==> src/rtl/pfo_pkg.sv <==
package pfo_pkg;

    typedef enum logic [1:0] {
        PF_DOWN    = 2'd0,
        PF_RECOVER = 2'd1,
        PF_TRACK   = 2'd2
    } pf_mode_e;

    typedef struct packed {
        logic level;
        logic oe;
    } pf_drive_t;

endpackage

==> src/rtl/pfo_sync.sv <==
module pfo_sync #(
    parameter int unsigned WIDTH = 2
) (
    input  logic             clk,
    input  logic             rst_n,
    input  logic [WIDTH-1:0] async_i,
    output logic [WIDTH-1:0] sync_o
);

    typedef struct packed {
        logic [WIDTH-1:0] meta;
        logic [WIDTH-1:0] stable;
    } sync_t;

    sync_t s_d, s_q;

    always_comb begin
        s_d        = s_q;
        s_d.meta   = async_i;
        s_d.stable = s_q.meta;
    end

    always_ff @(posedge clk or negedge rst_n) begin
        if (!rst_n) s_q <= '0;
        else        s_q <= s_d;
    end

    assign sync_o = s_q.stable;

endmodule

==> src/rtl/pfo_recovery_ctrl.sv <==
module pfo_recovery_ctrl
    import pfo_pkg::*;
#(
    parameter int unsigned SHORT_TICKS = 96,
    parameter int unsigned LONG_TICKS  = 160,
    localparam int unsigned CNT_W      = $clog2(LONG_TICKS + 1)
) (
    input  logic     clk,
    input  logic     rst_n,
    input  logic     tick,
    input  logic     supply_ok,
    input  logic     on_battery,
    input  logic     long_window,
    output pf_mode_e mode_o
);

    localparam logic [CNT_W-1:0] SHORT_C = CNT_W'(SHORT_TICKS);
    localparam logic [CNT_W-1:0] LONG_C  = CNT_W'(LONG_TICKS);

    typedef struct packed {
        pf_mode_e         mode;
        logic [CNT_W-1:0] cnt;
    } ctrl_t;

    ctrl_t r_d, r_q;
    logic  power_up;

    assign power_up = supply_ok && !on_battery;

    always_comb begin
        r_d = r_q;
        unique case (r_q.mode)
            PF_DOWN: begin
                if (power_up) begin
                    r_d.mode = PF_RECOVER;
                    r_d.cnt  = long_window ? LONG_C : SHORT_C;
                end
            end
            PF_RECOVER: begin
                if (!power_up) begin
                    r_d.mode = PF_DOWN;
                    r_d.cnt  = '0;
                end else if (tick) begin
                    if (r_q.cnt <= CNT_W'(1)) begin
                        r_d.mode = PF_TRACK;
                        r_d.cnt  = '0;
                    end else begin
                        r_d.cnt = r_q.cnt - CNT_W'(1);
                    end
                end
            end
            PF_TRACK: begin
                if (!power_up) r_d.mode = PF_DOWN;
            end
            default: begin
                r_d.mode = PF_DOWN;
                r_d.cnt  = '0;
            end
        endcase
    end

    always_ff @(posedge clk or negedge rst_n) begin
        if (!rst_n) begin
            r_q.mode <= PF_DOWN;
            r_q.cnt  <= '0;
        end else begin
            r_q <= r_d;
        end
    end

    assign mode_o = r_q.mode;

    AST_POWER_LOSS_DOWN: assert property (@(posedge clk) disable iff (!rst_n)
        !power_up |=> r_q.mode == PF_DOWN);
    AST_WINDOW_ABORT: assert property (@(posedge clk) disable iff (!rst_n)
        (r_q.mode == PF_RECOVER && !supply_ok) |=> r_q.mode == PF_DOWN);
    AST_WINDOW_LOAD: assert property (@(posedge clk) disable iff (!rst_n)
        (r_q.mode == PF_DOWN && power_up) |=>
        (r_q.cnt == ($past(long_window) ? LONG_C : SHORT_C)));
    AST_CNT_IN_RANGE: assert property (@(posedge clk) disable iff (!rst_n)
        r_q.mode == PF_RECOVER |-> (r_q.cnt != '0 && r_q.cnt <= LONG_C));
    AST_NO_EARLY_EXIT: assert property (@(posedge clk) disable iff (!rst_n)
        (r_q.mode == PF_RECOVER && power_up && !tick) |=> r_q.mode == PF_RECOVER);
    AST_CNT_HOLD: assert property (@(posedge clk) disable iff (!rst_n)
        (r_q.mode == PF_RECOVER && power_up && !tick) |=> $stable(r_q.cnt));

endmodule

==> src/rtl/pfo_out_stage.sv <==
module pfo_out_stage
    import pfo_pkg::*;
(
    input  logic     clk,
    input  logic     rst_n,
    input  pf_mode_e mode_i,
    input  logic     below_i,
    input  logic     open_drain_i,
    output logic     level_o,
    output logic     oe_o
);

    pf_drive_t d_d, d_q;

    always_comb begin
        d_d = d_q;
        unique case (mode_i)
            PF_DOWN:    d_d.level = 1'b0;
            PF_RECOVER: d_d.level = 1'b1;
            PF_TRACK:   d_d.level = !below_i;
            default:    d_d.level = 1'b0;
        endcase
        d_d.oe = open_drain_i ? !d_d.level : 1'b1;
    end

    always_ff @(posedge clk or negedge rst_n) begin
        if (!rst_n) d_q <= '0;
        else        d_q <= d_d;
    end

    assign level_o = d_q.level;
    assign oe_o    = d_q.oe;

    AST_TRACK_FOLLOWS: assert property (@(posedge clk) disable iff (!rst_n)
        mode_i == PF_TRACK |=> level_o == !$past(below_i));
    AST_PUSH_PULL_ON: assert property (@(posedge clk) disable iff (!rst_n)
        !open_drain_i |=> oe_o);

endmodule

==> src/rtl/pfo_sequencer.sv <==
module pfo_sequencer
    import pfo_pkg::*;
#(
    parameter int unsigned NUM_OUT     = 2,
    parameter int unsigned SHORT_TICKS = 96,
    parameter int unsigned LONG_TICKS  = 160
) (
    input  logic               clk,
    input  logic               rst_n,
    input  logic               tick,
    input  logic               supply_ok,
    input  logic               on_battery,
    input  logic               long_window,
    input  logic               open_drain,
    input  logic [NUM_OUT-1:0] cmp_below,
    output logic [NUM_OUT-1:0] pf_level,
    output logic [NUM_OUT-1:0] pf_oe
);

    logic [NUM_OUT-1:0] below_sync;
    pf_mode_e           mode;

    pfo_sync #(
        .WIDTH(NUM_OUT)
    ) u_sync (
        .clk    (clk),
        .rst_n  (rst_n),
        .async_i(cmp_below),
        .sync_o (below_sync)
    );

    pfo_recovery_ctrl #(
        .SHORT_TICKS(SHORT_TICKS),
        .LONG_TICKS (LONG_TICKS)
    ) u_ctrl (
        .clk        (clk),
        .rst_n      (rst_n),
        .tick       (tick),
        .supply_ok  (supply_ok),
        .on_battery (on_battery),
        .long_window(long_window),
        .mode_o     (mode)
    );

    for (genvar g = 0; g < NUM_OUT; g++) begin : g_out
        pfo_out_stage u_stage (
            .clk         (clk),
            .rst_n       (rst_n),
            .mode_i      (mode),
            .below_i     (below_sync[g]),
            .open_drain_i(open_drain),
            .level_o     (pf_level[g]),
            .oe_o        (pf_oe[g])
        );

        AST_OD_RELEASE: assert property (@(posedge clk) disable iff (!rst_n)
            $past(open_drain) |-> (pf_oe[g] == !pf_level[g]));
    end

    AST_DOWN_LOW: assert property (@(posedge clk) disable iff (!rst_n)
        mode == PF_DOWN |=> pf_level == '0);
    AST_RECOVER_HIGH: assert property (@(posedge clk) disable iff (!rst_n)
        mode == PF_RECOVER |=> pf_level == '1);

    always_comb begin
        if (!rst_n) begin
            AST_RESET_QUIET: assert (mode == PF_DOWN);
        end
    end

endmodule

==> config.mk <==
export PLATFORM = sky130hd
export DESIGN_NAME = pfo_sequencer
export DESIGN_NICKNAME = d
export VERILOG_FILES = /design/src/rtl/pfo_pkg.sv /design/src/rtl/pfo_sync.sv /design/src/rtl/pfo_recovery_ctrl.sv /design/src/rtl/pfo_out_stage.sv /design/src/rtl/pfo_sequencer.sv
export SDC_FILE = /design/constraint.sdc
export NUM_CORES = 1
export LEC_CHECK = 0
export CAP_MARGIN = 0
export CORE_MARGIN = 2
export CORE_UTILIZATION = 60
export CTS_BUF_LIST = sky130_fd_sc_hd__clkbuf_4
export DETAILED_ROUTE_END_ITERATION = 10
export PLACE_DENSITY = 0.91
export SETUP_SLACK_MARGIN = 0.5
export SLEW_MARGIN = 40
export SYNTH_ARGS = -nofsm -noshare
export SYNTH_HDL_FRONTEND = slang
export SYNTH_SLANG_ARGS = --single-unit
==> constraint.sdc <==
create_clock -name clk -period 4.9 [get_ports clk]
set_input_delay 0.735 -clock clk [delete_from_list [all_inputs] [get_ports clk]]
set_output_delay 0.735 -clock clk [all_outputs]
set_load 0.1 [all_outputs]
==> impl_metrics.py <==
metrics = {
    "clock_tree": {
        "cts_hold_buf": 0,
        "clock_path_buffers": 2,
        "ctsResizeCount": 0,
        "post_cts_buffers": 0,
        "numCtsBuffers": 3,
        "clk_latency_ns": 0.31,
        "clkTransAtPathRegs_ns": 0.11,
        "h-tree-depth": 1,
        "cts_tree": "built",
        "root_buffer": "clkbuf_4",
        "cts.sinks": 18,
    },
    "logic_synthesis": {
        "synth-edff-count": 0,
        "yosys-top-cells-area": "dfrtp_1, ha_1, o21ai_0, buf_4, nand2_1",
        "synth_top_area_share_pct": 46.5,
        "seq_area_frac_synth_pct": 46.5,
        "synth_top_family_by_area": "compound AO/OA/AOI/OAI gates",
        "synth.net_count": 109,
        "synth.most_common_cell": "dfrtp_1",
        "synth.distinct_cells": 35,
        "synth_compound_area_share_pct": 20.7,
        "synth-adder-area-share_pct": 6.46,
        "synthArstFlopShare_pct": 100,
        "ys_warn_count": 0,
        "avgSynthCellArea_um2": 10.2,
        "ys_ff_latch": 18,
        "synthXorXnorAreaFrac_pct": 0,
        "synth_area_um2": 968,
        "synth_mux_area_share_pct": 0,
        "synthFlopType": "dfrtp_1",
        "yosys.area_share.simple_pct": 19.8,
        "synthCells": 95,
        "synth_top_cell_by_area": "dfrtp_1",
        "synth_common_cells": "dfrtp_1, nand2_1, o21ai_0",
    },
    "power": {
        "p_clk_share_pct": 12.4,
        "comb_power_share_pct": 50.1,
        "p_seq_share_pct": 37.4,
        "p_sw_share_pct": 47.9,
        "power.switching_mw": 0.299,
        "power.leakage_nw": 0.450,
        "p_per_area_nw_per_um2": 585,
        "ir_drop_mv": 0.382,
        "p_int_mw": 0.325,
    },
    "grt": {
        "antenna_found_initial": 0,
        "grt.total_usage_pct": 23.0,
        "grt-ovfl-total": 0,
        "grt_max_degree": 19,
        "grt_pass1_vias": 692,
        "grt_pass1_wl_mm": 3.14,
    },
    "placed_design": {
        "place_congestion": 0.874,
        "post_dp_cell_area_um2": 1050,
        "portBuffers": 12,
        "hpwl_mm": 1.34,
    },
    "floorplanning": {
        "io_pins": 13,
        "die_x_um": 44.2,
        "initial_core_util_pct": 64.3,
        "fp-row-count": 14,
        "placeableCoreArea_um2": 1510,
        "die_y_um": 44.2,
        "dieArea_um2": 1950,
    },
    "cells_and_area": {
        "area_growth_pct": 10.3,
        "final_area_um2": 1070,
        "layout.nets": 119,
        "drive_gt1_share_pct": 12.5,
        "final_util_pct": 70.9,
        "num_antenna_cells": 0,
    },
    "timing": {
        "setup_tns_ns": 0,
        "final_hold_viol_count": 0,
        "fin_worst_skew_ns": 0.00908,
        "rsz0062_at_grt": "false",
        "relSlewSlack_pct": 67.3,
        "setup_viol": 0,
        "finalCriticalPeriod_ns": 2.23,
        "fmax_mhz": 448,
        "fin_crit_sh_pct": 45.5,
        "worst_slew_pin_slew_ns": 0.494,
        "drv_slew": 0,
    },
    "worst_setup_path": {
        "path_max_fanout": 11,
        "cp.required_ns": 5.10,
        "crit_type": "primary input to register",
        "reg2reg_slack_ns": 2.87,
        "end_kind": "register",
        "startpoint_type": "primary input",
        "reg2regPathDepth": 6,
        "timing.rr.start": "u_ctrl.mode_o[1]",
        "crit_arrival_ns": 2.43,
        "r2r_end": "u_ctrl.r_q[4]",
    },
    "run_status": {
        "run_status": "completed",
    },
    "drt": {
        "ant_nets": 0,
        "post_drt_wl_per_cell_um": 15.4,
        "first_pass_iters": 4,
        "vias": 732,
        "drc": 0,
        "wirelength_mm": 1.84,
        "drt_first_iter_violations": 22,
        "vias_per_cell": 6.10,
    },
    "min_path": {
        "hold_class": "primary input to async pin",
    },
    "job": {
        "max_cap_violations": 0,
    },
}
## critical path: stages
cell	delay [ns]
clkdlybuf4s50_1	0.45
nand3b_1	0.39
a31oi_2	0.44
nand3_1	0.16
o41ai_1	0.26
## power groups by stage
stage	Clock (mW)	Combinational, mW	Sequential (mW)
3_5_place_dp	0	0.311	0.236
4_1_cts	0.0805	0.314	0.232
5_1_grt	0.0867	0.340	0.240
6_report	0.0777	0.313	0.234
2_1_floorplan	0	0.271	0.226
3_3_place_gp	0	0.313	0.233
## sequential cells by signal (all words and copies together) (netlist names)
name	flops
u_sync.s_d	2
g_out.u_stage.level_o	2
u_sync.sync_o	2
u_ctrl.mode_o	2
g_out.u_stage.oe_o	2
u_ctrl.r_q	8
## per-stage QoR
step	worst slack, ns	power, mW	std cells	hold WS (ns)
6_report	2.67	0.625	120	0.332
5_1_grt	2.55	0.667	120	0.354
4_1_cts	2.69	0.627	120	0.353
3_5_place_dp	2.38	0.546	116	0.338
3_3_place_gp	2.48	0.546	116	0.333
2_1_floorplan	3.14	0.497	95	0.331
## cells in the final DEF, fill, tap and decap left out, drive strengths merged, types with 3 or more instances in the layout
cell           netlist  routed
buf                  4       5
nand2                7       7
o21ai                8       8
a31oi                3       3
clkbuf               3       3
inv                  6       6
a21oi                5       5
nor2                 4       4
ha                   5       5
nor4                 4       4
clkdlybuf4s50        0       7
dfrtp               18      18
nor2b                4       4
## area by class of cell
| type | instances | area [um^2] |
|---|---|---|
| tap | 16 | 20.0 |
| sequential | 18 | 450 |
| multi-input combinational | 64 | 454 |
| clock inverter | 1 | 3.75 |
| fill | 101 | 438 |
| clock buffer | 3 | 22.5 |
| inverter | 6 | 22.5 |
| timing repair buffer | 12 | 95.1 |
## layer usage
metal	GRT usage, %	up-vias	share of wire, %
li1	-	360	-
met1	30.6	341	47
met2	34.7	26	46
met3	2.45	5	3.9
met4	17.0	0	2.9
met5	0	-	0
## how the worst max path moves through the flow
| stage | slack [ns] | endpoint | cells after the start | start |
|---|---|---|---|---|
| 3_5_place_dp | 2.38 | u_ctrl.r_q[4] | 5 | on_battery |
| 4_1_cts | 2.69 | u_ctrl.r_q[4] | 5 | on_battery |
| 5_1_grt | 2.55 | u_ctrl.r_q[4] | 5 | on_battery |
| 6_report | 2.67 | u_ctrl.r_q[4] | 5 | on_battery |
| 3_3_place_gp | 2.48 | u_ctrl.r_q[4] | 5 | on_battery |
| 2_1_floorplan | 3.14 | u_ctrl.r_q[5] | 5 | tick |
## cell families after synthesis
logic type                 count (synthesis)
AOI/OAI and AO/OA                         29
adders and majority gates                  5
buffers and inverters                     13
DFF                                       18
and+or+nand+nor                           30
Note: power is estimated with default switching activity, not from simulation.
